**config.mk**
```make
export PLATFORM = sky130hd
export DESIGN_NAME = audio_irq_hub
export DESIGN_NICKNAME = d
export VERILOG_FILES = /design/src/rtl/audio_irq_pkg.sv /design/src/rtl/audio_irq_edge.sv /design/src/rtl/audio_irq_stat.sv /design/src/rtl/audio_irq_cfg.sv /design/src/rtl/audio_irq_hub.sv
export SDC_FILE = /design/constraint.sdc
export NUM_CORES = 1
export LEC_CHECK = 0
export BUFFER_PORTS_ARGS = -buffer_cell sky130_fd_sc_hd__buf_2
export CORE_MARGIN = 4
export CORE_UTILIZATION = 50
export CTS_BUF_LIST = sky130_fd_sc_hd__clkbuf_2 sky130_fd_sc_hd__clkbuf_4 sky130_fd_sc_hd__clkbuf_8
export DETAILED_ROUTE_END_ITERATION = 8
export GPL_ROUTABILITY_DRIVEN = 0
export GPL_TIMING_DRIVEN = 0
export PLACE_DENSITY = 0.82
export SETUP_SLACK_MARGIN = 0.02
export SLEW_MARGIN = 20
export SYNTH_ARGS = -nofsm -noshare
export SYNTH_HDL_FRONTEND = slang
export SYNTH_SLANG_ARGS = --single-unit
```
**constraint.sdc**
```tcl
create_clock -name clk -period 1.1 [get_ports clk]
set_clock_uncertainty 0.15 [all_clocks]
set_input_delay 0 -clock clk [delete_from_list [all_inputs] [get_ports clk]]
set_output_delay 0 -clock clk [all_outputs]
set_load 0.02 [all_outputs]
```
**src/rtl/audio_irq_pkg.sv**
```systemverilog
package audio_irq_pkg;
  localparam int NSRC = 4;
  localparam int AW   = 3;

  localparam logic [AW-1:0] ADR_STAT  = 3'd0;
  localparam logic [AW-1:0] ADR_IMSK  = 3'd1;
  localparam logic [AW-1:0] ADR_IEMSK = 3'd2;
  localparam logic [AW-1:0] ADR_CTRL  = 3'd3;
  localparam logic [AW-1:0] ADR_CLKEN = 3'd4;

  // control register bit positions (decoded by software and neighbours)
  localparam int CB_BLK  = 0;
  localparam int CB_IRST = 4;
  localparam int CB_PA   = 8;
  localparam int CB_PB   = 12;
  // clock-enable bit positions
  localparam int KB_A = 0;
  localparam int KB_B = 4;

  // index into the packed control state
  typedef enum logic [1:0] {CI_BLK = 2'd0, CI_IRST = 2'd1, CI_PA = 2'd2, CI_PB = 2'd3} ctrl_idx_e;
endpackage

```
**src/rtl/audio_irq_edge.sv**
```systemverilog
module audio_irq_edge #(
  parameter int N = 4
) (
  input  logic         clk,
  input  logic         rst_n,
  input  logic [N-1:0] req,
  output logic [N-1:0] rise
);
  logic [N-1:0] req_q;

  always_ff @(posedge clk or negedge rst_n) begin
    if (!rst_n) req_q <= '0;
    else        req_q <= req;
  end

  assign rise = req & ~req_q;
endmodule

```
**src/rtl/audio_irq_stat.sv**
```systemverilog
module audio_irq_stat #(
  parameter int N = 4
) (
  input  logic         clk,
  input  logic         rst_n,
  input  logic [N-1:0] rise,
  input  logic         wr_stat,
  input  logic [N-1:0] wr_keep,
  input  logic         clr_all,
  output logic [N-1:0] stat_q
);
  for (genvar i = 0; i < N; i++) begin : g_bit
    logic keep, en, nxt;

    always_comb begin
      keep = !clr_all && !(wr_stat && !wr_keep[i]);
      en   = rise[i] || wr_stat || clr_all;
      nxt  = (stat_q[i] && keep) || rise[i];
    end

    always_ff @(posedge clk or negedge rst_n) begin
      if (!rst_n)  stat_q[i] <= 1'b0;
      else if (en) stat_q[i] <= nxt;
    end
  end
endmodule

```
**src/rtl/audio_irq_cfg.sv**
```systemverilog
module audio_irq_cfg
  import audio_irq_pkg::*;
#(
  parameter int N  = NSRC,
  parameter int DW = 16
) (
  input  logic          clk,
  input  logic          rst_n,
  input  logic          wr,
  input  logic [AW-1:0] sel,
  input  logic [DW-1:0] wdata,
  output logic [N-1:0]  imsk_q,
  output logic [N-1:0]  iemsk_q,
  output logic [3:0]    ctrl_q,
  output logic [1:0]    clken_q,
  output logic          irst_pulse,
  output logic          blk_pulse
);
  logic       wr_ctrl;
  logic [3:0] ctrl_w;
  logic [N-1:0] imsk_n, iemsk_n;
  logic [3:0] ctrl_n;
  logic [1:0] clken_n;

  always_comb begin
    wr_ctrl = wr && (sel == ADR_CTRL);
    ctrl_w[CI_BLK]  = wdata[CB_BLK];
    ctrl_w[CI_IRST] = wdata[CB_IRST];
    ctrl_w[CI_PA]   = wdata[CB_PA];
    ctrl_w[CI_PB]   = wdata[CB_PB];
    irst_pulse = wr_ctrl && ctrl_w[CI_IRST] && !ctrl_q[CI_IRST];
    blk_pulse  = wr_ctrl && ctrl_w[CI_BLK]  && !ctrl_q[CI_BLK];

    imsk_n  = imsk_q;
    iemsk_n = iemsk_q;
    ctrl_n  = wr_ctrl ? ctrl_w : ctrl_q;
    clken_n = clken_q;
    if (blk_pulse) begin
      imsk_n  = '0;
      iemsk_n = '0;
      clken_n = '0;
    end else if (wr) begin
      if (sel == ADR_IMSK)  imsk_n  = wdata[N-1:0];
      if (sel == ADR_IEMSK) iemsk_n = wdata[N-1:0];
      if (sel == ADR_CLKEN) clken_n = {wdata[KB_B], wdata[KB_A]};
    end
  end

  always_ff @(posedge clk or negedge rst_n) begin
    if (!rst_n) begin
      imsk_q  <= '0;
      iemsk_q <= '0;
      ctrl_q  <= '1;
      clken_q <= '0;
    end else if (wr) begin
      imsk_q  <= imsk_n;
      iemsk_q <= iemsk_n;
      ctrl_q  <= ctrl_n;
      clken_q <= clken_n;
    end
  end
endmodule

```
**src/rtl/audio_irq_hub.sv**
```systemverilog
module audio_irq_hub
  import audio_irq_pkg::*;
#(
  parameter int DW = 16
) (
  input  logic          clk,
  input  logic          rst_n,
  input  logic [3:0]    fifo_req,
  input  logic          cpu_wr,
  input  logic [2:0]    cpu_sel,
  input  logic [DW-1:0] cpu_wdata,
  output logic [DW-1:0] cpu_rdata,
  output logic          irq,
  output logic          port_a_srst_n,
  output logic          port_b_srst_n,
  output logic          blk_srst_n,
  output logic          port_a_clk_en,
  output logic          port_b_clk_en
);
  localparam int N = NSRC;

  logic [1:0]   rsync_q;
  logic         rst_sync_n;
  logic [N-1:0] rise, stat_q, imsk_q, iemsk_q;
  logic [3:0]   ctrl_q;
  logic [1:0]   clken_q;
  logic         irst_pulse, blk_pulse, wr_stat, irq_n, irq_q;
  logic         unused_wdata;

  // asynchronous assertion, synchronous release
  always_ff @(posedge clk or negedge rst_n) begin
    if (!rst_n) rsync_q <= 2'b00;
    else        rsync_q <= {rsync_q[0], 1'b1};
  end
  assign rst_sync_n = rsync_q[1];

  audio_irq_edge #(.N(N)) u_edge (
    .clk(clk), .rst_n(rst_sync_n), .req(fifo_req), .rise(rise)
  );

  audio_irq_cfg #(.N(N), .DW(DW)) u_cfg (
    .clk(clk), .rst_n(rst_sync_n), .wr(cpu_wr), .sel(cpu_sel), .wdata(cpu_wdata),
    .imsk_q(imsk_q), .iemsk_q(iemsk_q), .ctrl_q(ctrl_q), .clken_q(clken_q),
    .irst_pulse(irst_pulse), .blk_pulse(blk_pulse)
  );

  assign wr_stat = cpu_wr && (cpu_sel == ADR_STAT);

  audio_irq_stat #(.N(N)) u_stat (
    .clk(clk), .rst_n(rst_sync_n), .rise(rise), .wr_stat(wr_stat),
    .wr_keep(cpu_wdata[N-1:0]), .clr_all(irst_pulse || blk_pulse), .stat_q(stat_q)
  );

  assign irq_n = |(stat_q & imsk_q & iemsk_q);

  always_ff @(posedge clk or negedge rst_sync_n) begin
    if (!rst_sync_n) irq_q <= 1'b0;
    else             irq_q <= irq_n;
  end

  always_comb begin
    cpu_rdata = '0;
    case (cpu_sel)
      ADR_STAT:  cpu_rdata[N-1:0] = stat_q;
      ADR_IMSK:  cpu_rdata[N-1:0] = imsk_q;
      ADR_IEMSK: cpu_rdata[N-1:0] = iemsk_q;
      ADR_CTRL: begin
        cpu_rdata[CB_BLK]  = ctrl_q[CI_BLK];
        cpu_rdata[CB_IRST] = ctrl_q[CI_IRST];
        cpu_rdata[CB_PA]   = ctrl_q[CI_PA];
        cpu_rdata[CB_PB]   = ctrl_q[CI_PB];
      end
      ADR_CLKEN: begin
        cpu_rdata[KB_A] = clken_q[0];
        cpu_rdata[KB_B] = clken_q[1];
      end
      default: cpu_rdata = '0;
    endcase
  end

  assign unused_wdata  = ^cpu_wdata;
  assign irq           = irq_q;
  assign blk_srst_n    = ctrl_q[CI_BLK];
  assign port_a_srst_n = ctrl_q[CI_PA];
  assign port_b_srst_n = ctrl_q[CI_PB];
  assign port_a_clk_en = clken_q[0];
  assign port_b_clk_en = clken_q[1];
endmodule

```
==> results of run 1 <==
==> layout make-up <==
class,instances,area (um^2)
Multi-Input combinational cell,78,626
Timing Repair Buffer,58,483
Inverter,5,18.8
Sequential cell,25,632
Clock inverter,1,5.00
Clock buffer,3,22.5
Tap cell,28,35.0
Buffer,13,93.8
Fill cell,130,360
==> kinds of logic (layout without fill, tap and decap cells) <==
logic type / Yosys count / after routing / share of synthesized area, %
AOI/OAI and AO/OA: 28 / 28 / 15.8
DFF: 25 / 25 / 51.0
and+or+nand+nor: 30 / 30 / 15.0
muxes: 10 / 10 / 8.50
other: 2 / 10 / 0.608
buffers and inverters: 18 / 80 / 9.11
==> metrics by stage <==
stage,setup slack (ns),cell area (um^2),setup TNS (ns),util (%)
2_1_floorplan,-0.124,1280,-1.30,-
3_3_place_gp,-0.232,1460,-1.96,64.0
3_5_place_dp,-0.233,1460,-2.47,64.0
4_1_cts,-0.378,1760,-5.09,77.3
5_1_grt,-0.541,1920,-7.44,84.2
6_report,-0.475,1920,-6.36,84.2
==> sequential cells by signal, summed over array words and instances, names as in the netlist <==
signal,flops
u_stat.stat_q,4
u_cfg.iemsk_q,4
u_edge.req_q,4
u_cfg.imsk_q,4
u_cfg.ctrl_q,4
irq,1
u_cfg.clken_q,2
rsync_q,2
==> worst min-delay path by stage <==
| stage | start | end | slack, ns | depth (start not counted) |
|---|---|---|---|---|
| 2_1_floorplan | rst_n | rsync_q[0]$_DFF_PN0_ | -0.45 | 0 |
| 4_1_cts | cpu_sel[2] | u_stat.stat_q[3]$_DFFE_PN0P_ | -0.001 | 4 |
| 6_report | cpu_sel[2] | u_stat.stat_q[1]$_DFFE_PN0P_ | 0.02 | 4 |
| 3_5_place_dp | rst_n | rsync_q[0]$_DFF_PN0_ | -0.37 | 1 |
| 3_3_place_gp | rst_n | rsync_q[1]$_DFF_PN0_ | -0.37 | 1 |
| 5_1_grt | cpu_sel[2] | u_stat.stat_q[0]$_DFFE_PN0P_ | 0.04 | 4 |
==> routing by layer <==
metal | wire length (um) | part of all wire, %
met4 | 139 | 3.5
met2 | 1930 | 49
met1 | 1550 | 39
met3 | 335 | 8.5
met5 | 0 | 0
==> Yosys cell counts (2+ instances only) <==
master                      count
sky130_fd_sc_hd__buf_4          9
sky130_fd_sc_hd__dfstp_2        4
sky130_fd_sc_hd__nor2_1         5
sky130_fd_sc_hd__a22o_1         7
sky130_fd_sc_hd__inv_1          5
sky130_fd_sc_hd__nor2b_1        2
sky130_fd_sc_hd__or2_2          2
sky130_fd_sc_hd__a21o_1         2
sky130_fd_sc_hd__o21ai_1        4
sky130_fd_sc_hd__nand2_1        3
sky130_fd_sc_hd__nand3b_1       3
sky130_fd_sc_hd__o22ai_1        4
sky130_fd_sc_hd__conb_1         2
sky130_fd_sc_hd__nand2b_1       2
sky130_fd_sc_hd__mux2i_1        6
sky130_fd_sc_hd__dfrtp_1       21
sky130_fd_sc_hd__a2bb2oi_1      2
sky130_fd_sc_hd__a21oi_1        3
sky130_fd_sc_hd__nand3_1        5
sky130_fd_sc_hd__o21ai_0        2
sky130_fd_sc_hd__mux2_2         4
sky130_fd_sc_hd__buf_2          3
sky130_fd_sc_hd__and3_1         3
==> repair_timing <==
action	4_1_cts	5_1_grt
buffers inserted	8	6
resized for setup	17	26
pin swaps	4	13
endpoints found under the setup margin	43	26
cloned	0	0
hold buffers	16	0
hold endpoints to repair	24	0
==> power by group <==
group | switching (mW) | internal (mW)
Combinational | 0.447 | 0.507
Clock | 0.280 | 0.136
Sequential | 0.132 | 1.08
Total | 0.860 | 1.72
==> critical path, delay by kind of cell, from the launching register on <==
kind,cells,cell delay [ns]
compound gates,2,0.33
buf+inv,1,0.13
flops,1,0.44
mux,1,0.21
==> results.py, run 1 <==
metrics = {
    "worst_setup_path": {
        "crit_start": "u_cfg.iemsk_q[0]$_DFFE_PN0P_",
        "critical_path.cell_chain": "mux2i_2 -> o21ai_1 -> o21a_2 -> buf_6",
        "worstReg2RegStart": "u_cfg.ctrl_q[0]$_DFFE_PN1P_",
        "timing.critical_path.slowest_cell_delay_ns": 0.44,
        "reg2reg_setup_slack_ns": -0.31,
        "cp_data_arrival_time_ns": 1.42,
        "timing_worst_setup_path_type": "register to primary output",
        "cp_max_fo": 3,
        "crit_end": "cpu_rdata[0]",
        "critical_path.startpoint_type": "register",
        "cp-end-kind": "primary output",
        "reg2regPathDepth": 4,
        "crit_slowest_cell": "sky130_fd_sc_hd__dfrtp_1",
        "cp_data_required_time_ns": 0.95,
        "reg_to_reg_critical_path_endpoint": "u_cfg.iemsk_q[2]$_DFFE_PN0P_",
    },
    "power_and_ir_drop": {
        "worst_voltage_drop_across_the_vdd_grid_uv": 1470,
        "power.leakage_nw": 0.922,
        "power_density_nw_per_um2": 1350,
        "report.power.total_mw": 2.58,
    },
    "floorplan": {
        "overall_die_width_um": 57.7,
        "chipHeight_um": 57.7,
        "row_count": 17,
        "initial_core_util_pct": 54.3,
        "die_area_um2": 3330,
        "placeable_core_region_um2": 2280,
        "ios": 48,
    },
    "global_routing": {
        "global_route_wire_length_before_repair_mm": 5.37,
        "via_count_of_the_first_global_routing_pass": 1087,
        "antenna_found_initial": 0,
        "maximum_number_of_pins_on_one_net_before_global_route_repair": 24,
        "gr-usage-met1_pct": 28.1,
        "top_usage_layer": "met2",
        "gr-usage-met3_pct": 3.34,
        "overflow": 0,
        "grt_util_all_layers_pct": 21.1,
        "groute.layer.met2.usage_pct": 34.2,
    },
    "logic_synthesis": {
        "synth-edff-count": 0,
        "library_cell_with_the_largest_summed_area_after_synthesis": "sky130_fd_sc_hd__dfrtp_1",
        "flip_flop_cell_with_the_highest_count_after_synthesis": "sky130_fd_sc_hd__dfrtp_1",
        "synth.ff_latch_count": 25,
        "async_flop_share_pct": 100,
        "yosys.cell_types.count": 33,
        "number_of_cells_produced_by_synthesis": 113,
        "post_synth_instance_area_um2": 1240,
        "mean_area_per_synthesized_cell_um2": 10.9,
        "synthDominantCellAreaShare_pct": 42.5,
        "synth.area.top_cells": "sky130_fd_sc_hd__dfrtp_1, sky130_fd_sc_hd__dfstp_2, sky130_fd_sc_hd__buf_4",
        "yosys_warnings": 0,
        "synth.yosys.seq_area_share_pct": 51.0,
    },
    "layout": {
        "diodes": 0,
        "layout.cells.most_common": "sky130_fd_sc_hd__buf_2",
        "layout_common_cells": "sky130_fd_sc_hd__buf_2, sky130_fd_sc_hd__dfrtp_1, sky130_fd_sc_hd__buf_4, sky130_fd_sc_hd__dlygate4sd3_1, sky130_fd_sc_hd__buf_6",
        "post_route_cells_drive_above_1_share_pct": 47.5,
        "nets": 210,
        "syn_to_final_growth_pct": 55.0,
        "final_cell_count_no_fill": 211,
    },
    "sta": {
        "report.final.slew_viol_count": 0,
        "finalCritPeriodShare_pct": 143,
        "rsz_0062_raised_after_global_routing": "true",
        "timing.final.hold_violations": 0,
        "fin_ws_ns": -0.475,
        "max_clock_freq_mhz": 635,
        "setup_viol": 25,
        "hold_ws_ns": 0.0243,
        "post-route-min-period_ns": 1.57,
    },
    "clock_network": {
        "cts_sinks": 25,
        "ctsRootBufferMaster": "sky130_fd_sc_hd__clkbuf_4",
        "maximum_buffer_depth_of_the_clock_tree": 2,
        "clkTransAtPathRegs_ns": 0.13,
        "tritoncts": "done",
        "insertion_delay_ns": 0.32,
        "tritoncts.num_buffers": 3,
        "number_of_h_tree_branching_levels": 1,
    },
    "worst_hold_path": {
        "holdCritPathClass": "input port to register",
    },
    "routing": {
        "number_of_antenna_violating_nets_in_the_routed_design": 0,
        "num_vias": 1171,
        "drtPass1Iterations": 5,
        "finalWirelength_mm": 3.95,
        "detailedRoute.firstIterationViolations": 83,
        "vias_per_cell": 5.55,
        "drc": 0,
        "wire_per_inst_um": 18.7,
    },
    "placed_design": {
        "post-place-cells": 177,
        "dp_hpwl_mm": 1.93,
        "io_buffers": 28,
    },
    "outcome": {
        "outcome": "finished, violations left",
        "violations": "setup timing",
    },
    "run": {
        "max_cap_violations": 0,
    },
}
Power figures use the tool's default switching activity.
==> run 2: changes to the inputs <==
--- a/config.mk
+++ b/config.mk
@@ -7,12 +7,11 @@
 export LEC_CHECK = 0
 export BUFFER_PORTS_ARGS = -buffer_cell sky130_fd_sc_hd__buf_2
 export CORE_MARGIN = 4
-export CORE_UTILIZATION = 50
+export CORE_UTILIZATION = 35
 export CTS_BUF_LIST = sky130_fd_sc_hd__clkbuf_2 sky130_fd_sc_hd__clkbuf_4 sky130_fd_sc_hd__clkbuf_8
 export DETAILED_ROUTE_END_ITERATION = 8
 export GPL_ROUTABILITY_DRIVEN = 0
 export GPL_TIMING_DRIVEN = 0
-export PLACE_DENSITY = 0.82
 export SETUP_SLACK_MARGIN = 0.02
 export SLEW_MARGIN = 20
 export SYNTH_ARGS = -nofsm -noshare
==> results.py, run 2 (synthesized netlist as in run 1, its figures left out) <==
metrics = {
    "outcome": {
        "outcome": "finished, violations left",
        "violations": "hold timing, setup timing",
    },
    "sta": {
        "finalCritPeriodShare_pct": 133,
        "hold_ws_ns": -0.00937,
        "slew_headroom_pct": 66.0,
        "rsz_0062_raised_after_global_routing": "true",
        "fin_ws_ns": -0.363,
        "timing.final.hold_violations": 3,
        "setup_tns_ns": -4.97,
        "report.final.slew_viol_count": 0,
        "post-route-min-period_ns": 1.46,
        "worst_pin_slew_ns": 0.510,
        "max_clock_freq_mhz": 684,
        "setup_viol": 25,
    },
    "layout": {
        "diodes": 0,
        "utilization_pct": 55.4,
        "post_route_cells_drive_above_1_share_pct": 43.6,
        "nets": 206,
        "final_cell_count_no_fill": 225,
        "layout_common_cells": "sky130_fd_sc_hd__buf_2, sky130_fd_sc_hd__dfrtp_1, sky130_fd_sc_hd__buf_4, sky130_fd_sc_hd__dlygate4sd3_1, sky130_fd_sc_hd__buf_6",
        "layout.cells.most_common": "sky130_fd_sc_hd__buf_2",
        "syn_to_final_growth_pct": 50.8,
    },
    "power_and_ir_drop": {
        "power.leakage_nw": 0.904,
        "worst_voltage_drop_across_the_vdd_grid_uv": 553,
        "power_density_nw_per_um2": 1280,
        "report.power.total_mw": 2.38,
    },
    "floorplan": {
        "row_count": 21,
        "overall_die_width_um": 67.4,
        "initial_core_util_pct": 36.8,
        "die_area_um2": 4550,
        "placeable_core_region_um2": 3360,
        "ios": 48,
        "chipHeight_um": 67.4,
    },
    "global_routing": {
        "via_count_of_the_first_global_routing_pass": 1051,
        "maximum_number_of_pins_on_one_net_before_global_route_repair": 24,
        "antenna_found_initial": 0,
        "overflow": 0,
        "grt_util_all_layers_pct": 13.7,
        "global_route_wire_length_before_repair_mm": 4.69,
    },
    "placed_design": {
        "io_buffers": 28,
        "dp_hpwl_mm": 1.96,
        "post-place-cells": 195,
        "placement.setup.worst_slack_ns": -0.263,
    },
    "clock_network": {
        "ctsRootBufferMaster": "sky130_fd_sc_hd__clkbuf_4",
        "maximum_buffer_depth_of_the_clock_tree": 2,
        "tritoncts.num_buffers": 3,
        "number_of_h_tree_branching_levels": 1,
        "cts_sinks": 25,
        "tritoncts": "done",
        "clkTransAtPathRegs_ns": 0.13,
        "insertion_delay_ns": 0.32,
    },
    "worst_setup_path": {
        "cp-end-kind": "primary output",
        "timing_worst_setup_path_type": "register to primary output",
        "critical_path.cell_chain": "mux2i_1 -> o21ai_1 -> o21a_2 -> buf_6",
        "critical_path.startpoint_type": "register",
        "cp_data_required_time_ns": 0.95,
        "cp_max_fo": 2,
        "crit_slowest_cell": "sky130_fd_sc_hd__dfstp_2",
        "timing.critical_path.slowest_cell_delay_ns": 0.56,
        "cp_data_arrival_time_ns": 1.31,
    },
    "routing": {
        "drc": 0,
        "vias_per_cell": 4.79,
        "wire_per_inst_um": 12.6,
        "drtPass1Iterations": 4,
        "num_vias": 1078,
        "detailedRoute.firstIterationViolations": 33,
        "finalWirelength_mm": 2.84,
        "number_of_antenna_violating_nets_in_the_routed_design": 0,
    },
    "run": {
        "max_cap_violations": 0,
    },
    "worst_hold_path": {
        "holdCritPathClass": "input port to register",
    },
}
run 2: changes by cell type in the layout (fill, tap and decap cells not counted), moves of 2 or more:
cell	delta
sky130_fd_sc_hd__mux2i_2	-2
sky130_fd_sc_hd__mux2i_1	+2
sky130_fd_sc_hd__buf_6	-4
sky130_fd_sc_hd__nand3_2	-2
sky130_fd_sc_hd__nand3_1	+3
run 2: area by class of cell:
| class | instances | area [um^2] |
|---|---|---|
| Fill cell | 317 | 1500 |
| Sequential cell | 25 | 632 |
| Multi-Input combinational cell | 78 | 592 |
| Timing Repair Buffer | 54 | 443 |
| Buffer | 13 | 93.8 |
| Tap cell | 46 | 57.6 |
| Clock buffer | 3 | 22.5 |
| Inverter | 5 | 18.8 |
| Clock inverter | 1 | 5.00 |
run 2: power by group:
group	internal, mW	switching, mW
logic	0.444	0.348
clock network	0.136	0.271
registers	1.08	0.106
total	1.65	0.726
run 2: path summary, 6_finish.rpt:
path,start,to,slack (ns),cells past startpoint
max,u_cfg.ctrl_q[0]$_DFFE_PN1P_,cpu_rdata[0],-0.36,4
min reg2reg,rsync_q[1]$_DFF_PN0_,u_stat.stat_q[2]$_DFFE_PN0P_,0.10,0
min,cpu_sel[2],u_stat.stat_q[2]$_DFFE_PN0P_,-0.009,4
min in group asynchronous,rsync_q[1]$_DFF_PN0_,u_stat.stat_q[2]$_DFFE_PN0P_,0.10,0
max reg2reg,u_cfg.ctrl_q[0]$_DFFE_PN1P_,u_cfg.iemsk_q[0]$_DFFE_PN0P_,-0.26,4
max in group asynchronous,rst_n,rsync_q[1]$_DFF_PN0_,0.31,3
run 2: stage by stage:
stage / cell area (um^2) / hold WS (ns)
after floorplan: 1280 / -0.446
final: 1860 / -0.00937
after global placement: 1480 / -0.365
after detailed placement: 1480 / -0.364
after CTS: 1770 / -0.164
after global routing: 1860 / -0.00318
run 2: timing repair:
action / in CTS / in global routing
endpoints found under the setup margin: 43 / 27
hold buffers: 15 / 2
pin swaps: 9 / 5
resized for setup: 21 / 12
endpoints found under the hold margin: 24 / 2
setup buffers: 6 / 3
run 2: critical path, delay by kind of cell, from the launching register on:
| family | cells | cell delay (ns) |
|---|---|---|
| flip-flops | 1 | 0.56 |
| buffers and inverters | 1 | 0.11 |
| multiplexers | 1 | 0.06 |
| AO/OA/AOI/OAI | 2 | 0.26 |
run 2: per-layer routing:
metal  vias to the layer above  share of wire [%]  wire [um]  track usage (%)
met4                         0                1.5         44             6.58
met1                       528                 43       1220             15.8
met3                         5                4.4        126             2.50
li1                        524                  -          -                -
met2                        21                 51       1450             24.4
met5                         -                  0          0                0
